`src/rtl/pirq_router_pkg.sv`:
```
package pirq_router_pkg;

  typedef enum logic [1:0] {
    WR_ROUTE = 2'd0,
    WR_SCI   = 2'd1,
    WR_SLOT  = 2'd2
  } wr_kind_e;

  localparam logic [7:0]  ROUTE_RESET = 8'h80;
  localparam logic [15:0] SLOT_RESET  = 16'h3210;
  localparam logic [2:0]  SCI_RESET   = 3'd0;

  typedef struct packed {
    logic       vld;
    logic [4:0] line;
  } sci_dest_t;

  // SCI select code to destination line; reserved codes give no line.
  function automatic sci_dest_t sci_code_dest(input logic [2:0] code);
    sci_dest_t d;
    d.vld  = 1'b1;
    unique case (code)
      3'd0:    d.line = 5'd9;
      3'd1:    d.line = 5'd10;
      3'd2:    d.line = 5'd11;
      3'd4:    d.line = 5'd20;
      3'd5:    d.line = 5'd21;
      default: begin d.vld = 1'b0; d.line = 5'd0; end
    endcase
    return d;
  endfunction

  // Rotating default: upper PIRQ bank, offset by slot plus pin.
  function automatic logic [2:0] rotate_pirq(input logic [4:0] slot, input logic [1:0] pin);
    logic [1:0] sum;
    sum = slot[1:0] + pin;
    return {1'b1, sum};
  endfunction

endpackage

```
`src/rtl/pirq_route_regs.sv`:
```
module pirq_route_regs
  import pirq_router_pkg::*;
#(
  parameter int NUM_PIRQ = 8,
  parameter int IDX_W    = 3
) (
  input  logic                     clk,
  input  logic                     rst_n,
  input  logic                     wr_en,
  input  logic [1:0]               wr_kind,
  input  logic [IDX_W-1:0]         wr_idx,
  input  logic [7:0]               wr_byte,
  input  logic                     sci_lvl,
  output logic [NUM_PIRQ-1:0][7:0] route_q,
  output logic [2:0]               sci_code_q,
  output logic                     sci_gap_q
);

  logic route_wr, sci_wr, sci_moves;
  assign route_wr  = wr_en && (wr_kind == WR_ROUTE);
  assign sci_wr    = wr_en && (wr_kind == WR_SCI);
  assign sci_moves = sci_wr && (wr_byte[2:0] != sci_code_q);

  for (genvar n = 0; n < NUM_PIRQ; n++) begin : g_route
    always_ff @(posedge clk or negedge rst_n) begin
      if (!rst_n)                                   route_q[n] <= ROUTE_RESET;
      else if (route_wr && wr_idx == IDX_W'(n))     route_q[n] <= wr_byte;
    end

    AST_ROUTE_STORE: assert property (@(posedge clk) disable iff (!rst_n)
      (route_wr && wr_idx == IDX_W'(n)) |=> route_q[n] == $past(wr_byte));
  end

  always_ff @(posedge clk or negedge rst_n) begin
    if (!rst_n) begin
      sci_code_q <= SCI_RESET;
      sci_gap_q  <= 1'b0;
    end else begin
      if (sci_wr) sci_code_q <= wr_byte[2:0];
      sci_gap_q <= sci_moves && sci_lvl;
    end
  end

  AST_GAP_ONLY_ON_MOVE: assert property (@(posedge clk) disable iff (!rst_n)
    sci_gap_q |-> $past(sci_lvl) && $past(sci_wr));

endmodule

```
`src/rtl/pirq_slot_map.sv`:
```
module pirq_slot_map
  import pirq_router_pkg::*;
#(
  parameter int IDX_W      = 3,
  parameter int OVR_BASE   = 25,
  parameter int OVR_CNT    = 7,
  parameter int FIXED_SLOT = 30
) (
  input  logic             clk,
  input  logic             rst_n,
  input  logic             wr_en,
  input  logic [1:0]       wr_kind,
  input  logic [IDX_W-1:0] wr_idx,
  input  logic [15:0]      wr_data,
  input  logic [4:0]       map_slot,
  input  logic [1:0]       map_pin,
  output logic [2:0]       map_pirq
);

  localparam int FIXED_IDX = FIXED_SLOT - OVR_BASE;

  logic        slot_wr;
  logic [15:0] ovr_q [OVR_CNT];
  assign slot_wr = wr_en && (wr_kind == WR_SLOT);

  for (genvar i = 0; i < OVR_CNT; i++) begin : g_ovr
    if (i == FIXED_IDX) begin : g_fixed
      // fixed bridge slot: no storage, pins go to the upper bank in order
      assign ovr_q[i] = 16'h7654;
    end else begin : g_reg
      always_ff @(posedge clk or negedge rst_n) begin
        if (!rst_n)                                 ovr_q[i] <= SLOT_RESET;
        else if (slot_wr && wr_idx == IDX_W'(i))    ovr_q[i] <= wr_data;
      end
    end
  end

  logic        in_ovr;
  logic [15:0] sel_word;
  int          ovr_off;

  always_comb begin
    in_ovr   = (int'(map_slot) >= OVR_BASE) && (int'(map_slot) < OVR_BASE + OVR_CNT);
    ovr_off  = in_ovr ? int'(map_slot) - OVR_BASE : 0;
    sel_word = ovr_q[ovr_off];
    if (in_ovr) map_pirq = sel_word[{map_pin, 2'b00} +: 3];
    else        map_pirq = rotate_pirq(map_slot, map_pin);
  end

  AST_LOW_SLOTS_UPPER_BANK: assert property (@(posedge clk) disable iff (!rst_n)
    (int'(map_slot) < OVR_BASE) |-> map_pirq[2]);

  AST_FIXED_SLOT_MAP: assert property (@(posedge clk) disable iff (!rst_n)
    (int'(map_slot) == FIXED_SLOT) |-> (map_pirq[1:0] == map_pin && map_pirq[2]));

endmodule

```
`src/rtl/pirq_level_merge.sv`:
```
module pirq_level_merge
  import pirq_router_pkg::*;
#(
  parameter int NUM_PIRQ  = 8,
  parameter int PIC_LINES = 16
) (
  input  logic                     clk,
  input  logic                     rst_n,
  input  logic [NUM_PIRQ-1:0]      pirq_lvl,
  input  logic                     sci_lvl,
  input  logic [NUM_PIRQ-1:0][7:0] route_q,
  input  logic [2:0]               sci_code,
  input  logic                     sci_gap,
  output logic [PIC_LINES+NUM_PIRQ-1:0] gsi_out
);

  localparam int GSI_W   = PIC_LINES + NUM_PIRQ;
  localparam int FIELD_W = $clog2(PIC_LINES);

  logic [PIC_LINES-1:0] pic_hit;
  logic [GSI_W-1:0]     sci_mask;
  logic [GSI_W-1:0]     gsi_next;
  sci_dest_t            sci_dest;

  always_comb begin
    pic_hit = '0;
    for (int g = 0; g < PIC_LINES; g++) begin
      for (int n = 0; n < NUM_PIRQ; n++) begin
        if (pirq_lvl[n] && !route_q[n][7] && route_q[n][FIELD_W-1:0] == FIELD_W'(g))
          pic_hit[g] = 1'b1;
      end
    end
  end

  always_comb begin
    sci_dest = sci_code_dest(sci_code);
    sci_mask = '0;
    if (sci_lvl && !sci_gap && sci_dest.vld && int'(sci_dest.line) < GSI_W)
      sci_mask[sci_dest.line] = 1'b1;
  end

  assign gsi_next = {pirq_lvl, pic_hit} | sci_mask;

  always_ff @(posedge clk or negedge rst_n) begin
    if (!rst_n) gsi_out <= '0;
    else        gsi_out <= gsi_next;
  end

  logic unused_route_bits;
  always_comb begin
    unused_route_bits = 1'b0;
    for (int n = 0; n < NUM_PIRQ; n++) unused_route_bits ^= ^route_q[n][6:FIELD_W];
  end

  AST_SCI_ONE_LINE: assert property (@(posedge clk) disable iff (!rst_n)
    $onehot0(sci_mask));

  AST_SCI_GAP_SILENT: assert property (@(posedge clk) disable iff (!rst_n)
    sci_gap |=> (gsi_out & ~{pirq_lvl_d, pic_hit_d}) == '0);

  logic [NUM_PIRQ-1:0]  pirq_lvl_d;
  logic [PIC_LINES-1:0] pic_hit_d;
  always_ff @(posedge clk or negedge rst_n) begin
    if (!rst_n) begin
      pirq_lvl_d <= '0;
      pic_hit_d  <= '0;
    end else begin
      pirq_lvl_d <= pirq_lvl;
      pic_hit_d  <= pic_hit;
    end
  end

  for (genvar n = 0; n < NUM_PIRQ; n++) begin : g_apic_chk
    AST_APIC_FOLLOWS: assert property (@(posedge clk) disable iff (!rst_n)
      !sci_mask[PIC_LINES+n] |=> gsi_out[PIC_LINES+n] == $past(pirq_lvl[n]));
  end

  for (genvar g = 0; g < PIC_LINES; g++) begin : g_pic_chk
    AST_PIC_IDLE_LOW: assert property (@(posedge clk) disable iff (!rst_n)
      (!pic_hit[g] && !sci_mask[g]) |=> !gsi_out[g]);
  end

endmodule

```
`src/rtl/pirq_router.sv`:
```
module pirq_router
  import pirq_router_pkg::*;
#(
  parameter int NUM_PIRQ   = 8,
  parameter int PIC_LINES  = 16,
  parameter int IDX_W      = 3,
  parameter int OVR_BASE   = 25,
  parameter int OVR_CNT    = 7,
  parameter int FIXED_SLOT = 30,
  localparam int GSI_W     = PIC_LINES + NUM_PIRQ
) (
  input  logic                clk,
  input  logic                rst_n,
  input  logic                cfg_wr_en,
  input  logic [1:0]          cfg_wr_kind,
  input  logic [IDX_W-1:0]    cfg_wr_idx,
  input  logic [15:0]         cfg_wr_data,
  input  logic [NUM_PIRQ-1:0] pirq_lvl,
  input  logic                sci_lvl,
  input  logic [4:0]          map_slot,
  input  logic [1:0]          map_pin,
  output logic [2:0]          map_pirq,
  output logic [GSI_W-1:0]    gsi_out
);

  logic [NUM_PIRQ-1:0][7:0] route_q;
  logic [2:0]               sci_code_q;
  logic                     sci_gap_q;

  pirq_route_regs #(.NUM_PIRQ(NUM_PIRQ), .IDX_W(IDX_W)) u_regs (
    .clk        (clk),
    .rst_n      (rst_n),
    .wr_en      (cfg_wr_en),
    .wr_kind    (cfg_wr_kind),
    .wr_idx     (cfg_wr_idx),
    .wr_byte    (cfg_wr_data[7:0]),
    .sci_lvl    (sci_lvl),
    .route_q    (route_q),
    .sci_code_q (sci_code_q),
    .sci_gap_q  (sci_gap_q)
  );

  pirq_slot_map #(
    .IDX_W(IDX_W), .OVR_BASE(OVR_BASE), .OVR_CNT(OVR_CNT), .FIXED_SLOT(FIXED_SLOT)
  ) u_map (
    .clk      (clk),
    .rst_n    (rst_n),
    .wr_en    (cfg_wr_en),
    .wr_kind  (cfg_wr_kind),
    .wr_idx   (cfg_wr_idx),
    .wr_data  (cfg_wr_data),
    .map_slot (map_slot),
    .map_pin  (map_pin),
    .map_pirq (map_pirq)
  );

  pirq_level_merge #(.NUM_PIRQ(NUM_PIRQ), .PIC_LINES(PIC_LINES)) u_merge (
    .clk      (clk),
    .rst_n    (rst_n),
    .pirq_lvl (pirq_lvl),
    .sci_lvl  (sci_lvl),
    .route_q  (route_q),
    .sci_code (sci_code_q),
    .sci_gap  (sci_gap_q),
    .gsi_out  (gsi_out)
  );

  AST_RESET_IDLE: assert property (@(posedge clk) disable iff (!rst_n)
    $rose(rst_n) |-> gsi_out == '0);

endmodule

```
`config.mk`:
```
export PLATFORM = sky130hd
export DESIGN_NAME = pirq_router
export DESIGN_NICKNAME = d
export VERILOG_FILES = /design/src/rtl/pirq_router_pkg.sv /design/src/rtl/pirq_route_regs.sv /design/src/rtl/pirq_slot_map.sv /design/src/rtl/pirq_level_merge.sv /design/src/rtl/pirq_router.sv
export SDC_FILE = /design/constraint.sdc
export NUM_CORES = 1
export LEC_CHECK = 0
export BUFFER_PORTS_ARGS = -buffer_cell sky130_fd_sc_hd__buf_2
export CORE_UTILIZATION = 51
export DETAILED_ROUTE_END_ITERATION = 10
export GPL_TIMING_DRIVEN = 1
export PLACE_DENSITY_LB_ADDON = 0.25
export SLEW_MARGIN = 25
export SYNTH_ARGS = -nofsm -noshare
export SYNTH_HDL_FRONTEND = slang
export SYNTH_SLANG_ARGS = --single-unit
```
`constraint.sdc`:
```
create_clock -name clk -period 2.6 [get_ports clk]
set_clock_uncertainty 0.05 [all_clocks]
set_input_delay 0.13 -clock clk [delete_from_list [all_inputs] [get_ports clk]]
set_output_delay 0.13 -clock clk [all_outputs]
set_load 0.02 [all_outputs]
```
==> out/metrics.json <==
{
  "run_status": {"value": "finished with violations"},
  "failing_checks": {"value": "design-rule violations"},
  "firstDrtPassIters": {"value": 8},
  "min_period_over_period": {"value": 92.1, "unit": "%"},
  "met1_usage_grt": {"value": 34.0, "unit": "%"},
  "max_freq": {"value": 0.417, "unit": "GHz"},
  "syn-instance-count": {"value": 614},
  "peakVddDrop": {"value": 0.000434, "unit": "V"},
  "critical_path.startpoint_type": {"value": "input pin"},
  "crit_path_max_fanout": {"value": 17},
  "stdcell_count": {"value": 900},
  "grt_start_max_net_pins": {"value": 68},
  "critPathArrivalTime": {"value": 2.22, "unit": "ns"},
  "reg_to_reg_startpoint": {"value": "u_regs.route_q[63]"},
  "postRouteWirelength": {"value": 19.3, "unit": "mm"},
  "cts.sinks": {"value": 140},
  "routed_via_density": {"value": 6.20},
  "gp_routability_congestion": {"value": 0.919},
  "cts_tree": {"value": "yes"},
  "critical_path_class": {"value": "in -> out"},
  "p_int": {"value": 0.00468, "unit": "W"},
  "rows": {"value": 43},
  "ff2ff_path_depth": {"value": 6},
  "p_total": {"value": 0.00672, "unit": "W"},
  "hp-start": {"value": "cfg_wr_en"},
  "placedInstanceArea": {"value": 0.00780, "unit": "mm²"},
  "mappedNetlistArea": {"value": 0.00721, "unit": "mm²"},
  "p_clk_share": {"value": 34.5, "unit": "%"},
  "dp_hpwl": {"value": 13.9, "unit": "mm"},
  "path_delay_family": {"value": "buffers and inverters"},
  "synth.yosys.warnings": {"value": 0},
  "io_buffers": {"value": 64},
  "setup-violations-final": {"value": 0},
  "clk_path_buf_depth": {"value": 2},
  "flow.area_growth_from_synthesis": {"value": 18.6, "unit": "%"},
  "final_layout_size_suffix_gt1_share": {"value": 38.2, "unit": "%"},
  "timing_hold_violations_final": {"value": 0},
  "clkTransAtPathRegs": {"value": 0.06, "unit": "ns"},
  "max_slew.worst_pin.slew": {"value": 0.902, "unit": "ns"},
  "met2_usage": {"value": 48.6, "unit": "%"},
  "synth_fp_nets": {"value": 657},
  "num_antenna_cells": {"value": 0},
  "finalWorstPathRequiredPeriod": {"value": 2.40, "unit": "ns"},
  "grt_pass1_wl": {"value": 30.3, "unit": "mm"},
  "yosysTopAreaCellShare": {"value": 37.5, "unit": "%"},
  "maxSlewViolCount": {"value": 0},
  "chipHeight": {"value": 121, "unit": "µm"},
  "rrSetupSlack": {"value": 0.66, "unit": "ns"},
  "number_of_drc_violations_after_detailed_routing_iteration_0": {"value": 376},
  "total_number_of_vias": {"value": 5576},
  "r2r-end": {"value": "u_merge.gsi_out[11]"},
  "design.portCount": {"value": 67},
  "vias_in_the_first_global_route": {"value": 5532},
  "synth-main-ff-cell": {"value": "sky130_fd_sc_hd__dfrtp_1"},
  "routed_wire_per_std_cell": {"value": 21.5, "unit": "µm"},
  "start_util": {"value": 52.2, "unit": "%"},
  "core_area": {"value": 0.0138, "unit": "mm²"},
  "dp.cells": {"value": 849},
  "netSwitchingFraction": {"value": 30.3, "unit": "%"},
  "worst_path_max_delay_cell": {"value": "sky130_fd_sc_hd__o32ai_1"},
  "synth_sequential_area_ratio": {"value": 49.1, "unit": "%"},
  "numCtsBuffers": {"value": 17},
  "rsz0062_at_grt": {"value": "false"},
  "cts_setup_buffers": {"value": 0},
  "power.net_switching": {"value": 0.00204, "unit": "W"},
  "synth-async-reset-ratio": {"value": 100, "unit": "%"},
  "detail_route.drc_violations": {"value": 2},
  "final_nets": {"value": 750},
  "power_per_cell_area": {"value": 785, "unit": "mW/mm²"},
  "cts_htree_levels": {"value": 4},
  "critical_path_cell_count": {"value": 11},
  "sequentialPowerShare": {"value": 44.7, "unit": "%"},
  "max_stage_delay": {"value": 0.35, "unit": "ns"},
  "synth-seq-cells": {"value": 140},
  "most_heavily_used_metal_layer_in_global_routing": {"value": "met2"},
  "max-slew-margin-rel": {"value": 39.0, "unit": "%"},
  "worst_setup_path_endpoint": {"value": "map_pirq[0]"},
  "synth.area.top_cells": {"value": "sky130_fd_sc_hd__dfrtp_1 (37%), sky130_fd_sc_hd__mux2_2 (18%), sky130_fd_sc_hd__dfstp_2 (12%)"},
  "clkLatencyLatePin": {"value": 0.43, "unit": "ns"},
  "totalNegativeSetupSlack": {"value": 0, "unit": "ns"},
  "final_area": {"value": 0.00856, "unit": "mm²"},
  "layout.cells.most_common_list": {"value": "sky130_fd_sc_hd__mux2_2 (116), sky130_fd_sc_hd__dfrtp_1 (108), sky130_fd_sc_hd__buf_2 (63), sky130_fd_sc_hd__nand2_1 (33), sky130_fd_sc_hd__dfstp_2 (32)"},
  "worstHoldPathType": {"value": "in -> reg"},
  "leakage_power": {"value": 3.72, "unit": "nW"},
  "max_capacitance_violation_count": {"value": 0},
  "required": {"value": 2.42, "unit": "ns"},
  "layout_commonest_cell": {"value": "sky130_fd_sc_hd__mux2_2"},
  "synth_edf_count": {"value": 0},
  "synth_cell_types": {"value": 63},
  "track_usage": {"value": 28.1, "unit": "%"},
  "combinational_share_of_power": {"value": 20.9, "unit": "%"},
  "grt-ovfl-total": {"value": 0},
  "crit_buf_inv": {"value": 5},
  "timing.critical_path.to_type": {"value": "output pin"},
  "die_area": {"value": 0.0146, "unit": "mm²"},
  "ant_nets": {"value": 0},
  "die_w": {"value": 121, "unit": "µm"},
  "met3_global_route_usage": {"value": 4.93, "unit": "%"},
  "post-synth-top-area-cell": {"value": "sky130_fd_sc_hd__dfrtp_1"},
  "crit_path_cell_trace": {"value": "buf_2, inv_1, ha_1, buf_4, nand2_1, nor3b_1, buf_4, o21ai_0, a2bb2oi_1, o32ai_1, buf_2"},
  "number_of_antenna_violations_at_the_first_check_in_global_routing": {"value": 0},
  "syn_area_per_cell": {"value": 11.7, "unit": "µm²"},
  "cts_root_buffer_type": {"value": "sky130_fd_sc_hd__clkbuf_16"},
  "crit_path_start": {"value": "map_slot[0]"},
  "count_of_cells_resized_by_post_cts_repair": {"value": 0}
}
-- synth_stat cells, types with 6 or more instances --
master,number
sky130_fd_sc_hd__a32oi_1,6
sky130_fd_sc_hd__o21ai_0,10
sky130_fd_sc_hd__dfrtp_1,108
sky130_fd_sc_hd__nor3b_1,6
sky130_fd_sc_hd__nor4b_1,6
sky130_fd_sc_hd__nor2_1,20
sky130_fd_sc_hd__and3_1,6
sky130_fd_sc_hd__buf_2,6
sky130_fd_sc_hd__inv_1,19
sky130_fd_sc_hd__a21oi_1,9
sky130_fd_sc_hd__nand2b_1,10
sky130_fd_sc_hd__xnor2_1,6
sky130_fd_sc_hd__nor2b_1,18
sky130_fd_sc_hd__mux2i_1,8
sky130_fd_sc_hd__dfstp_2,32
sky130_fd_sc_hd__mux2_2,116
sky130_fd_sc_hd__nor4bb_1,10
sky130_fd_sc_hd__clkbuf_1,18
sky130_fd_sc_hd__nand3_1,22
sky130_fd_sc_hd__o22ai_1,18
sky130_fd_sc_hd__nand2_1,33
sky130_fd_sc_hd__a22oi_1,17
sky130_fd_sc_hd__a221oi_1,16
sky130_fd_sc_hd__nand4_1,8
-- stage by stage --
step                util, %  hold slack [ns]  worst slack, ns
floorplan                 -           -0.216            0.107
global placement       56.4            0.111            0.269
detailed placement     56.4            0.127            0.224
CTS                    61.9           0.0446            0.227
global route           61.9           0.0857           0.0601
finish                 61.9           0.0611            0.205
-- cell type report --
class	count	area, µm²
repair buffers	100	657
inverters	19	71.3
multi-input cells	429	3500
flip-flops and latches	140	3540
fillers	1130	5270
well taps	180	225
clock inverters	12	114
clock buffers	20	447
-- worst min-delay path by stage --
| stage | end | depth (start not counted) | slack (ns) |
|---|---|---|---|
| finish | u_regs.sci_gap_q | 3 | 0.06 |
| global route | u_regs.sci_gap_q | 3 | 0.09 |
| CTS | u_regs.sci_gap_q | 3 | 0.04 |
| detailed placement | u_merge.gsi_out[16] | 1 | 0.13 |
| global placement | u_regs.route_q[26] | 1 | 0.11 |
| floorplan | u_map.ovr_q[0] | 0 | -0.22 |
-- power by group through the flow --
| stage | Combinational, W | Sequential, W | Clock (W) |
|---|---|---|---|
| detailed placement | 0.00138 | 0.00303 | 0 |
| floorplan | 0.000879 | 0.00301 | 0 |
| global placement | 0.00135 | 0.00300 | 0 |
| finish | 0.00140 | 0.00300 | 0.00231 |
| global route | 0.00152 | 0.00306 | 0.00245 |
| CTS | 0.00141 | 0.00299 | 0.00235 |
-- logic make-up after synthesis --
kind of cell / share of synthesized area [%]
and+or+nand+nor: 14.5
adders and majority gates: 0.521
xor gates and xnor gates: 0.729
muxes: 20.2
AOI/OAI and AO/OA: 12.5
DFF: 49.1
buffers and inverters: 2.45
-- registers in the layout (all words and copies together), names as in the netlist --
signal	count
u_regs.route_q	40
u_regs.sci_code_q	3
u_merge.gsi_out	24
u_regs.sci_gap_q	1
u_map.ovr_q	72
-- what timing repair did --
| action | in CTS | in global routing |
|---|---|---|
| endpoints found under the hold margin | 122 | 0 |
| hold buffers | 19 | 0 |
| endpoints found under the setup margin | 0 | 0 |
-- per-layer routing --
metal | share of wire (%) | vias up
met5 | 0 | -
met4 | 3.0 | 0
met3 | 3.9 | 37
met2 | 52 | 187
met1 | 41 | 2805
li1 | - | 2547
-- worst register-to-register path, cell delays in order, from the launching register on --
cell	delay, ns
sky130_fd_sc_hd__dfstp_2	0.56
sky130_fd_sc_hd__nor4bb_1	0.06
sky130_fd_sc_hd__buf_4	0.16
sky130_fd_sc_hd__a32oi_1	0.24
sky130_fd_sc_hd__o211ai_1	0.13
sky130_fd_sc_hd__a311oi_1	0.41
sky130_fd_sc_hd__nand4_1	0.19
(Power assumes the default switching activity.)
